**config.mk**
```make
export PLATFORM = sky130hd
export DESIGN_NAME = alu_stage_exec
export DESIGN_NICKNAME = d
export VERILOG_FILES = /design/src/rtl/alu_stage_pkg.sv /design/src/rtl/alu_stage_regfile.sv /design/src/rtl/alu_stage_core.sv /design/src/rtl/alu_stage_counter.sv /design/src/rtl/alu_stage_exec.sv
export SDC_FILE = /design/constraint.sdc
export NUM_CORES = 1
export LEC_CHECK = 0
export CORE_MARGIN = 5
export CORE_UTILIZATION = 55
export CTS_BUF_LIST = sky130_fd_sc_hd__clkbuf_4
export DETAILED_ROUTE_END_ITERATION = 8
export DONT_BUFFER_PORTS = 1
export PLACE_DENSITY = 0.7
export SETUP_SLACK_MARGIN = 0.3
export SLEW_MARGIN = 25
export SYNTH_ARGS = -nofsm -noshare
export SYNTH_HDL_FRONTEND = slang
export SYNTH_HIERARCHICAL = 1
export SYNTH_SLANG_ARGS = --single-unit
```
**constraint.sdc**
```tcl
create_clock -name clk_i -period 7.5 [get_ports clk_i]
set_clock_uncertainty 0.2 [all_clocks]
set_input_delay 0.75 -clock clk_i [delete_from_list [all_inputs] [get_ports clk_i]]
set_output_delay 0.75 -clock clk_i [all_outputs]
set_load 0.005 [all_outputs]
```
**src/rtl/alu_stage_pkg.sv**
```systemverilog
package alu_stage_pkg;

  localparam logic [3:0] OPC_ALU = 4'd7;

  typedef enum logic [1:0] {
    FORM_REG   = 2'd0,
    FORM_IMM   = 2'd1,
    FORM_STAGE = 2'd2,
    FORM_RSVD  = 2'd3
  } form_e;

  typedef enum logic [3:0] {
    SEL_ADD = 4'd0,
    SEL_SUB = 4'd1,
    SEL_AND = 4'd2,
    SEL_OR  = 4'd3,
    SEL_MOV = 4'd4,
    SEL_LSH = 4'd5,
    SEL_RSH = 4'd6
  } alu_sel_e;

  typedef enum logic [3:0] {
    STG_INC = 4'd0,
    STG_DEC = 4'd1,
    STG_CLR = 4'd2
  } stage_sel_e;

endpackage

```
**src/rtl/alu_stage_regfile.sv**
```systemverilog
module alu_stage_regfile #(
  parameter int DATA_W = 16,
  parameter int NREG   = 4,
  localparam int RIDX_W = $clog2(NREG)
) (
  input  logic                   clk_i,
  input  logic                   rst_ni,
  input  logic                   we_i,
  input  logic [RIDX_W-1:0]      waddr_i,
  input  logic [DATA_W-1:0]      wdata_i,
  input  logic [RIDX_W-1:0]      raddr_a_i,
  input  logic [RIDX_W-1:0]      raddr_b_i,
  output logic [DATA_W-1:0]      rdata_a_o,
  output logic [DATA_W-1:0]      rdata_b_o,
  output logic [NREG*DATA_W-1:0] regs_o
);

  logic [DATA_W-1:0] mem_q [NREG];

  for (genvar i = 0; i < NREG; i++) begin : g_reg
    always_ff @(posedge clk_i or negedge rst_ni) begin
      if (!rst_ni)                          mem_q[i] <= '0;
      else if (we_i && waddr_i == RIDX_W'(i)) mem_q[i] <= wdata_i;
    end
    assign regs_o[i*DATA_W +: DATA_W] = mem_q[i];
  end

  assign rdata_a_o = mem_q[raddr_a_i];
  assign rdata_b_o = mem_q[raddr_b_i];

endmodule

```
**src/rtl/alu_stage_core.sv**
```systemverilog
module alu_stage_core
  import alu_stage_pkg::*;
#(
  parameter int DATA_W = 16,
  localparam int SH_W = $clog2(DATA_W)
) (
  input  logic [3:0]        sel_i,
  input  logic              imm_form_i,
  input  logic [DATA_W-1:0] a_i,
  input  logic [DATA_W-1:0] b_i,
  output logic              valid_o,
  output logic [DATA_W-1:0] res_o,
  output logic              ovf_o
);

  logic [DATA_W:0]   wide;
  logic [SH_W-1:0]   sh;

  assign sh = b_i[SH_W-1:0];

  always_comb begin
    valid_o = 1'b1;
    ovf_o   = 1'b0;
    wide    = '0;
    res_o   = '0;
    case (sel_i)
      SEL_ADD: begin
        wide  = {1'b0, a_i} + {1'b0, b_i};
        res_o = wide[DATA_W-1:0];
        ovf_o = wide[DATA_W];
      end
      SEL_SUB: begin
        wide  = {1'b0, a_i} - {1'b0, b_i};
        res_o = wide[DATA_W-1:0];
        ovf_o = wide[DATA_W];
      end
      SEL_AND: res_o = a_i & b_i;
      SEL_OR:  res_o = a_i | b_i;
      SEL_MOV: res_o = imm_form_i ? b_i : a_i;
      SEL_LSH: res_o = a_i << sh;
      SEL_RSH: res_o = a_i >> sh;
      default: valid_o = 1'b0;
    endcase
  end

endmodule

```
**src/rtl/alu_stage_counter.sv**
```systemverilog
module alu_stage_counter
  import alu_stage_pkg::*;
#(
  parameter int STAGE_W = 8
) (
  input  logic               clk_i,
  input  logic               rst_ni,
  input  logic               en_i,
  input  logic [3:0]         sel_i,
  input  logic [STAGE_W-1:0] imm_i,
  output logic [STAGE_W-1:0] cnt_o
);

  logic [STAGE_W-1:0] cnt_q, cnt_d;

  always_comb begin
    cnt_d = cnt_q;
    if (en_i) begin
      case (sel_i)
        STG_INC: cnt_d = cnt_q + imm_i;
        STG_DEC: cnt_d = cnt_q - imm_i;
        STG_CLR: cnt_d = '0;
        default: cnt_d = cnt_q;
      endcase
    end
  end

  always_ff @(posedge clk_i or negedge rst_ni) begin
    if (!rst_ni) cnt_q <= '0;
    else         cnt_q <= cnt_d;
  end

  assign cnt_o = cnt_q;

endmodule

```
**src/rtl/alu_stage_exec.sv**
```systemverilog
module alu_stage_exec
  import alu_stage_pkg::*;
#(
  parameter int DATA_W  = 16,
  parameter int NREG    = 4,
  parameter int STAGE_W = 8
) (
  input  logic                   clk_i,
  input  logic                   rst_ni,
  input  logic                   exec_i,
  input  logic [31:0]            insn_i,
  output logic [NREG*DATA_W-1:0] regs_o,
  output logic                   zero_o,
  output logic                   ovf_o,
  output logic [STAGE_W-1:0]     stage_o
);

  localparam int RIDX_W = $clog2(NREG);
  localparam int IMM_W  = 16;

  logic              op_hit;
  form_e             form;
  logic [3:0]        sel;
  logic [RIDX_W-1:0] rd, ra, rb;
  logic [IMM_W-1:0]  imm;
  logic [DATA_W-1:0] a_val, b_reg, b_val, res;
  logic              core_valid, core_ovf, alu_go, stage_go;
  logic              zero_q, ovf_q;
  logic              unused_bits;

  assign op_hit = exec_i && (insn_i[31:28] == OPC_ALU);
  assign form   = form_e'(insn_i[27:26]);
  assign sel    = insn_i[24:21];
  assign rd     = insn_i[1:0];
  assign ra     = insn_i[3:2];
  assign rb     = insn_i[5:4];
  assign imm    = insn_i[19:4];
  assign unused_bits = ^{insn_i[25], insn_i[20]};

  assign b_val  = (form == FORM_IMM) ? DATA_W'(imm) : b_reg;

  alu_stage_regfile #(.DATA_W(DATA_W), .NREG(NREG)) u_rf (
    .clk_i     (clk_i),
    .rst_ni    (rst_ni),
    .we_i      (alu_go),
    .waddr_i   (rd),
    .wdata_i   (res),
    .raddr_a_i (ra),
    .raddr_b_i (rb),
    .rdata_a_o (a_val),
    .rdata_b_o (b_reg),
    .regs_o    (regs_o)
  );

  alu_stage_core #(.DATA_W(DATA_W)) u_core (
    .sel_i      (sel),
    .imm_form_i (form == FORM_IMM),
    .a_i        (a_val),
    .b_i        (b_val),
    .valid_o    (core_valid),
    .res_o      (res),
    .ovf_o      (core_ovf)
  );

  assign alu_go   = op_hit && (form == FORM_REG || form == FORM_IMM) && core_valid;
  assign stage_go = op_hit && (form == FORM_STAGE);

  alu_stage_counter #(.STAGE_W(STAGE_W)) u_stage (
    .clk_i  (clk_i),
    .rst_ni (rst_ni),
    .en_i   (stage_go),
    .sel_i  (sel),
    .imm_i  (insn_i[4 +: STAGE_W]),
    .cnt_o  (stage_o)
  );

  always_ff @(posedge clk_i or negedge rst_ni) begin
    if (!rst_ni) begin
      zero_q <= 1'b0;
      ovf_q  <= 1'b0;
    end else if (alu_go) begin
      zero_q <= (res == '0);
      ovf_q  <= core_ovf;
    end
  end

  assign zero_o = zero_q;
  assign ovf_o  = ovf_q;

endmodule

```
==> impl_metrics.toml, run 1 <==
[run_status]
status = "finished, final reports clean"

[sta]
period_share_pct = 66.8
worst_slack_ns = 2.49
max_slew_margin_pct = 30.9
final_max_slew_viol_count = 0
tightest_slew_ns = 1.03
timing.fmax_mhz = 199
tns_ns = 0
rsz0062_at_grt = "no"
setup_viol = 0
hold_viol_final = 0
fin_crit_ns = 5.01

[clock_tree]
clkSinkCount = 74
cts_setup_buffers = 0
cts_root_buf = "clkbuf_4"
htree_levels = 3
cts_resized = 0
clk_path_buf_depth = 2
hold_buffers = 2
cts_tree = "yes"
clk_latency_ns = 0.45
cts_buffers = 9
clk_pin_slew_worst_paths_ns = 0.13

[floorplan]
die_area_um2 = 17700
die_height_um = 133
start_util_pct = 55.4
num_rows = 45
io_pins = 109
core_um2 = 15000
die_w_um = 133

[hold_path]
min_path_type = "in -> reg"
hold_start = "insn_i[4]"
min_to = "u_stage/cnt_o[0]$_DFFE_PN0P_"
holdPathStages = 2

[synth]
synth-async-reset-ratio_pct = 100
netlist_instances = 867
synth_top_cell_by_area = "dfrtp_1"
synthTopCellsByArea = "dfrtp_1, mux2_2, mux4_2, ha_1, mux2i_1"
synth_ff_type = "dfrtp_1"
syn_nets = 967
synth.avg_cell_area_um2 = 9.58
yosysSeqAreaShare_pct = 22.3
yosysTopAreaCellShare_pct = 22.3
synth_area_um2 = 8300
ys_warn_count = 6
synth_cell_type_count = 85
ys_seq_elements = 74
synth_edf_count = 0

[power]
peakVddDrop_v = 0.000124
power_density_nw_per_um2 = 109
power.leakage_nw = 3.57

[worst_setup_path]
path_class = "reg -> reg"
worstReg2RegStart = "u_rf/regs_o[32]$_DFFE_PN0P_"
crit_chain = "mux4_2 > mux2_2 > ha_1 > fa_1 > a21oi_1 > o21ai_2 > o221ai_1 > a21oi_1 > a221oi_2 > xor2_1 > o21ai_1 > nor4_1 > nand4_1 > mux2i_1"
crit_fanout = 40
slowest_stage = "mux2_2"
ff2ff_path_depth = 14
cp-start-kind = "flip-flop"
critPathMaxStageDelay_ns = 0.60
rr_endpoint = "zero_o$_DFFE_PN0P_"
arrival_ns = 5.17
cp_num_buf_inv = 0
required_ns = 7.66
r2r_slack_ns = 2.49
crit_family = "compound AO/OA/AOI/OAI gates"
crit_top_cell = "a21oi_1"
crit_path_end_kind = "flip-flop"

[layout]
layout_common_cells = "mux2_2, dfrtp_1, ha_1"
n_fill_cell = 1309
fin_nets = 925
instances_no_fill = 1019
drive_gt1_share_pct = 21.9
seq_area_um2 = 1850
multi_input_area_um2 = 5910
mostFrequentLayoutCell = "mux2_2"
areaGrowthSynthToFinish_pct = 1.75

[run]
drv_cap = 0

[grt]
grt_pass1_vias = 6870
grt_max_degree = 75
grt-ovfl-total = 0
grt_pass1_wl_mm = 39.6
grt_usage_pct = 28.1
antenna_found_initial = 1

[route]
routed_wl_mm = 25.3
via_count = 7104
via_per_inst = 6.97
final_antenna_net_count = 0
post_drt_wl_per_cell_um = 24.9
drtIter0Drc = 722
drc = 0
dr.pass1.iters = 7

[place]
dp_hpwl_mm = 18.9
port_buffers = 0
pre_cts_ws_ns = 2.31
dp_cells = 1000
place.gp.congestion = 0.988
[cell families after synthesis]
family | count (synthesis) | synth area share [%]
buffers and inverters | 119 | 6.67
multiplexers | 170 | 27.8
AO/OA/AOI/OAI | 217 | 17.9
flip-flops | 74 | 22.3
XOR/XNOR | 22 | 2.32
AND/OR/NAND/NOR | 200 | 12.9
adder cells (fa/ha/maj) | 65 | 10.1
[power breakdown]
group	internal [W]	switching, W
clock	0.000137	0.000159
sequential	0.000405	0.00000834
combinational	0.0000856	0.000129
[synth_stat cells (5+ instances only)]
master and count:
o21a_1 5, nor3_1 28, dfrtp_1 74, xor2_1 5, nand2b_1 9, clkbuf_1 20
ha_1 62, inv_1 58, nor2_1 54, o31ai_1 7, nand3_1 8, o22ai_1 22
or3_1 9, mux2i_1 42, a211oi_1 13, o211ai_1 5, xnor2_1 17, mux2_2 86
mux4_2 39, nor4_1 10, buf_2 21, o21ai_1 6, nand2_1 49, o21bai_1 5
nor2b_1 5, o21ai_0 47, a31oi_1 9, a21o_1 7, buf_6 6, o221ai_1 9
buf_4 7, a21oi_1 39
[worst max path at each step]
stage | end | depth (start not counted) | start
after floorplan | zero_o$_DFFE_PN0P_ | 17 | insn_i[4]
after global placement | zero_o$_DFFE_PN0P_ | 14 | insn_i[4]
after detailed placement | zero_o$_DFFE_PN0P_ | 14 | insn_i[4]
after CTS | zero_o$_DFFE_PN0P_ | 14 | u_rf/regs_o[32]$_DFFE_PN0P_
after global routing | zero_o$_DFFE_PN0P_ | 14 | u_rf/regs_o[48]$_DFFE_PN0P_
final | zero_o$_DFFE_PN0P_ | 14 | u_rf/regs_o[32]$_DFFE_PN0P_
[per-stage QoR]
stage	utilization, %	hold WS [ns]	total power (W)	instance area (um^2)
floorplan	-	0.254	0.000585	8300
global placement	55.0	0.256	0.000614	8240
detailed placement	55.0	0.256	0.000619	8240
CTS	56.4	0.328	0.000923	8450
global route	56.4	0.327	0.000964	8450
finish	56.4	0.331	0.000924	8450
[registers in the layout, summed over array words and instances (netlist names)]
register	flops
u_rf/regs_o	64
u_stage/cnt_o	8
ovf_o	1
zero_o	1
[final cells by class]
cell class,count,share of cell area [%]
Antenna cell,1,0.0296
Clock buffer,9,0.800
Clock inverter,7,1.16
Inverter,61,2.71
Multi-Input combinational cell,674,69.9
Sequential cell,74,21.9
Tap cell,188,2.78
Timing Repair Buffer,5,0.711
[layer usage]
layer  track usage, %  part of all wire [%]
met3             6.73                   8.9
met1             38.0                    41
met4             8.43                   2.6
met2             45.1                    47
met5                0                     0
Power figures use the tool's default switching activity.
==> inputs of run 2 (changes only) <==
Clock period 7.5 ns to 5.25 ns, I/O delays scaled along.
==> run 2 against run 1 <==
  * Wire length is 0.12% higher
  * Clock power grew 38%
  * Core utilization up 0.18 points
  * Sequential share of layout area down 0.068 points
  * Register-to-register slack got worse by 1.8 ns
  * Via count is 0.23% lower
  * Hold slack worse by 0.17 ns
  * Sequential power is 43% higher
  * Highest routed layer unchanged
==> impl_metrics.toml, run 2 (same netlist as run 1, synthesis figures left out) <==
[power]
power.leakage_nw = 3.59
sequentialPowerShare_pct = 45.4
cellInternalPower_w = 0.000896
p_comb_share_pct = 23.4
switching_share_pct = 31.2
power_density_nw_per_um2 = 154
p_sw_w = 0.000407
peakVddDrop_v = 0.000265
p_clk_share_pct = 31.3

[route]
drc = 0
via_per_inst = 6.93
via_count = 7088
final_antenna_net_count = 0
routed-wl-met3_mm = 2.41
met1_length_mm = 10.5
top_layer = "met4"
post_drt_wl_per_cell_um = 24.8
routed_wl_mm = 25.4
dr.pass1.iters = 5
routed-wl-met2_mm = 11.8
drtIter0Drc = 682

[floorplan]
num_rows = 45
die_area_um2 = 17700
start_util_pct = 55.4
io_pins = 109
core_um2 = 15000
die_w_um = 133
die_height_um = 133

[clock_tree]
cts_resized = 0
clk_pin_slew_worst_paths_ns = 0.14
cts_buffers = 9
htree_levels = 3
cts_root_buf = "clkbuf_4"
clk_path_buf_depth = 2
clk_latency_ns = 0.44
cts_tree = "yes"
clkSinkCount = 74

[sta]
tightest_slew_ns = 1.02
tns_ns = 0
max_slew_margin_pct = 31.7
setup_viol = 0
hold-worst-slack_ns = 0.162
fin_crit_ns = 4.59
timing.fmax_mhz = 218
period_share_pct = 87.4
rsz0062_at_grt = "no"
hold_viol_final = 0
final_max_slew_viol_count = 0

[grt]
grt_usage_pct = 28.2
grt_max_degree = 75
grt-ovfl-total = 0
grt_pass1_wl_mm = 39.8
antenna_found_initial = 1
grt_pass1_vias = 7083

[layout]
fin_nets = 929
n_fill_cell = 1295
mostFrequentLayoutCell = "mux2_2"
layout_common_cells = "mux2_2, dfrtp_1, ha_1"
largest_reg_flops = 64
final_cell_area_um2 = 8480
areaGrowthSynthToFinish_pct = 2.06
drive_gt1_share_pct = 22.3

[run]
drv_cap = 0

[worst_setup_path]
required_ns = 5.42
cp-start-kind = "flip-flop"
crit_fanout = 5
crit_path_end_kind = "flip-flop"
arrival_ns = 4.76
path_class = "reg -> reg"

[place]
dp_hpwl_mm = 19.0
placed_cell_area_um2 = 8270
place.gp.congestion = 0.946
port_buffers = 0

[run_status]
status = "finished, final reports clean"

[hold_path]
min_path_type = "in -> reg"
[run 2: per-stage QoR]
stage	total power, W	worst slack, ns	util (%)	instances
floorplan	0.000835	1.01	-	867
detailed placement	0.000883	0.684	55.2	1004
global placement	0.000876	0.787	55.2	1004
finish	0.00130	0.659	56.6	1023
CTS	0.00131	0.760	56.6	1021
global route	0.00137	0.507	56.6	1022
[run 2: final cells by class]
class | count | area [um^2] | share of cell area (%)
clock buffer | 9 | 67.6 | 0.797
tap | 188 | 235 | 2.78
clock inverter | 6 | 91.3 | 1.08
timing repair buffer | 9 | 90.1 | 1.06
inverter | 61 | 229 | 2.70
multi-input combinational | 674 | 5910 | 69.7
sequential | 74 | 1850 | 21.8
antenna | 2 | 5.00 | 0.0590
[run 2: worst max-delay path, cell delays in order (launching register included)]
cell and delay [ns]:
dfrtp_1 0.45, mux4_2 0.49, mux2_2 0.31, ha_1 0.26, fa_1 0.42, a21oi_1 0.28
o21ai_2 0.13, o221ai_1 0.31, a21oi_1 0.18, a221oi_2 0.34, xor2_1 0.28, o21ai_1 0.24
nor4_1 0.37, nand4_1 0.13, mux2i_1 0.15
[run 2: path summary, 6_finish.rpt]
check                                        startpoint                           end  slack [ns]  depth (start not counted)
max                         u_rf/regs_o[48]$_DFFE_PN0P_            zero_o$_DFFE_PN0P_        0.66                         14
min reg2reg                u_stage/cnt_o[2]$_DFFE_PN0P_  u_stage/cnt_o[2]$_DFFE_PN0P_        0.37                          2
max in group asynchronous                        rst_ni    u_rf/regs_o[8]$_DFFE_PN0P_        4.09                          2
max reg2reg                 u_rf/regs_o[48]$_DFFE_PN0P_            zero_o$_DFFE_PN0P_        0.66                         14
min in group asynchronous                        rst_ni  u_stage/cnt_o[2]$_DFFE_PN0P_        0.44                          2
min                                          insn_i[28]            zero_o$_DFFE_PN0P_        0.16                          2
[run 2: power by group through the flow]
stage | clock network, W | registers [W] | logic (W)
floorplan | 0 | 0.000598 | 0.000238
global placement | 0 | 0.000601 | 0.000274
detailed placement | 0 | 0.000602 | 0.000281
CTS | 0.000419 | 0.000591 | 0.000298
global route | 0.000449 | 0.000593 | 0.000328
finish | 0.000408 | 0.000591 | 0.000304
[run 2: routing by layer]
metal	vias to the layer above	GRT usage, %
met2	388	45.2
li1	3167	-
met5	-	0
met3	58	7.45
met4	0	8.95
met1	3475	37.5
[run 2: repair_timing]
item                                    4_1_cts  5_1_grt
setup buffers                                 0        0
hold endpoints to repair                     74        0
endpoints found under the setup margin        0        0
hold buffers                                  2        0
==> inputs of run 3 (changes only) <==
Settings changed: CTS_CLUSTER_SIZE from default to 28, GPL_TIMING_DRIVEN from default to 0.
==> run 3 against run 2 <==
  * Maximum frequency is 2.9% lower
  * Cell count is 5.0% higher
  * Clock power is 13% higher
  * Die area stayed put
  * Hold slack worse by 0.021 ns
  * Register-to-register slack worse by 0.14 ns
  * Count of clock-buffer cells in the layout is 1 higher
  * Design area is 3.8% higher
  * Via count is 1.7% higher
==> impl_metrics.toml, run 3 (same netlist as run 1, synthesis figures left out) <==
[sta]
final_max_slew_viol_count = 0
rsz0062_at_grt = "no"
fin_crit_ns = 4.73
tns_ns = 0
hold_viol_final = 0
worst_slack_ns = 0.524
period_share_pct = 90.0
hold-worst-slack_ns = 0.141
timing.fmax_mhz = 212
tightest_slew_ns = 1.08
setup_viol = 0
max_slew_margin_pct = 27.4

[clock_tree]
cts_tree = "yes"
cts_root_buf = "clkbuf_4"
clkSinkCount = 74
clk_pin_slew_worst_paths_ns = 0.14
clk_path_buf_depth = 2
cts_buffers = 9
cts_setup_buffers = 0
clk_latency_ns = 0.43
htree_levels = 3

[worst_setup_path]
path_class = "reg -> reg"
r2r_slack_ns = 0.52
ff2ff_path_depth = 14
cp-start-kind = "flip-flop"
slowest_stage = "mux4_2"
crit_fanout = 11
crit_chain = "mux4_2 > mux2_2 > inv_2 > buf_2 > ha_1 > a21oi_1 > o21bai_1 > a2111oi_0 > a221oi_1 > xnor2_1 > o221ai_2 > nor4_1 > nand4_1 > mux2i_1"
crit_family = "compound AO/OA/AOI/OAI gates"
worstReg2RegStart = "u_rf/regs_o[1]$_DFFE_PN0P_"
critPathMaxStageDelay_ns = 0.48
rr_endpoint = "zero_o$_DFFE_PN0P_"
crit_path_end_kind = "flip-flop"
required_ns = 5.41
arrival_ns = 4.89
cp_num_buf_inv = 2

[route]
dr.pass1.iters = 6
via_per_inst = 6.71
routed_wl_mm = 26.7
drtIter0Drc = 808
post_drt_wl_per_cell_um = 24.8
via_count = 7207
final_antenna_net_count = 0
drc = 0

[layout]
drive_gt1_share_pct = 24.7
layout_common_cells = "mux2_2, dfrtp_1, ha_1"
n_fill_cell = 1301
fin_nets = 980
final_core_util_pct = 58.7
areaGrowthSynthToFinish_pct = 5.95
largest_reg_flops = 64
mostFrequentLayoutCell = "mux2_2"

[grt]
grt_usage_pct = 29.9
grt_pass1_wl_mm = 41.4
antenna_found_initial = 1
grt-ovfl-total = 0
grt_pass1_vias = 7049
grt_max_degree = 75

[power]
finalPower_w = 0.00139
power.leakage_nw = 3.76
power_density_nw_per_um2 = 158
peakVddDrop_v = 0.000259

[place]
place.gp.congestion = 1.04
pre_cts_ws_ns = 0.0924
port_buffers = 0
dp_hpwl_mm = 20.9

[floorplan]
io_pins = 109
die_w_um = 133
die_area_um2 = 17700
core_um2 = 15000
num_rows = 45
die_height_um = 133
start_util_pct = 55.4

[hold_path]
min_to = "u_stage/cnt_o[0]$_DFFE_PN0P_"
min_path_type = "in -> reg"
holdPathStages = 2
hold_start = "insn_i[4]"

[run_status]
status = "finished, final reports clean"

[run]
drv_cap = 0
## run 3: routing by layer
| metal | GRT usage (%) | vias up | share of wire (%) |
|---|---|---|---|
| li1 | - | 3269 | - |
| met1 | 39.9 | 3485 | 41 |
| met2 | 46.7 | 397 | 46 |
| met3 | 8.63 | 56 | 9.8 |
| met4 | 10.1 | 0 | 3.4 |
| met5 | 0 | - | 0 |
## run 3: worst max path at each step
stage,from,end,slack (ns),depth (start not counted)
after floorplan,insn_i[4],zero_o$_DFFE_PN0P_,1.01,17
after global placement,insn_i[4],zero_o$_DFFE_PN0P_,0.04,17
after detailed placement,insn_i[4],zero_o$_DFFE_PN0P_,0.09,17
after CTS,u_rf/regs_o[50]$_DFFE_PN0P_,zero_o$_DFFE_PN0P_,0.44,16
after global routing,u_rf/regs_o[49]$_DFFE_PN0P_,zero_o$_DFFE_PN0P_,0.34,14
final,u_rf/regs_o[1]$_DFFE_PN0P_,zero_o$_DFFE_PN0P_,0.52,14
## run 3: repair_timing
item                                    CTS  global route
hold endpoints to repair                 74             0
endpoints found under the setup margin    0             1
hold buffers                              2             0
resized for setup                         0             7
## run 3: stage by stage
| step | cells | instance area (um^2) |
|---|---|---|
| after global placement | 1055 | 8540 |
| after detailed placement | 1055 | 8540 |
| final | 1074 | 8800 |
| after floorplan | 867 | 8300 |
| after CTS | 1073 | 8770 |
| after global routing | 1074 | 8800 |
## run 3: area by class of cell
class | count | area (um^2) | area share [%]
Antenna cell | 1 | 2.50 | 0.0284
Inverter | 61 | 229 | 2.60
Tap cell | 188 | 235 | 2.67
Timing Repair Buffer | 2 | 37.5 | 0.427
Clock inverter | 6 | 115 | 1.31
Sequential cell | 74 | 1850 | 21.0
Multi-Input combinational cell | 674 | 5920 | 67.3
Clock buffer | 10 | 75.1 | 0.853
Buffer | 58 | 328 | 3.73
## run 3: where the power goes
part | leakage (nW) | total (W) | internal [W] | switching [W]
clock network | 0.0968 | 0.000462 | 0.000248 | 0.000214
registers | 1.02 | 0.000591 | 0.000579 | 0.0000116
logic | 2.64 | 0.000340 | 0.000131 | 0.000209
total | 3.76 | 0.00139 | 0.000958 | 0.000434
## run 3: worst reg2reg max path: stages, from the launching register on
cell and delay (ns):
dfrtp_1 0.46, mux4_2 0.48, mux2_2 0.37, inv_2 0.22, buf_2 0.32, ha_1 0.31, a21oi_1 0.31, o21bai_1 0.14
a2111oi_0 0.45, a221oi_1 0.14, xnor2_1 0.32, o221ai_2 0.25, nor4_1 0.41, nand4_1 0.13, mux2i_1 0.15
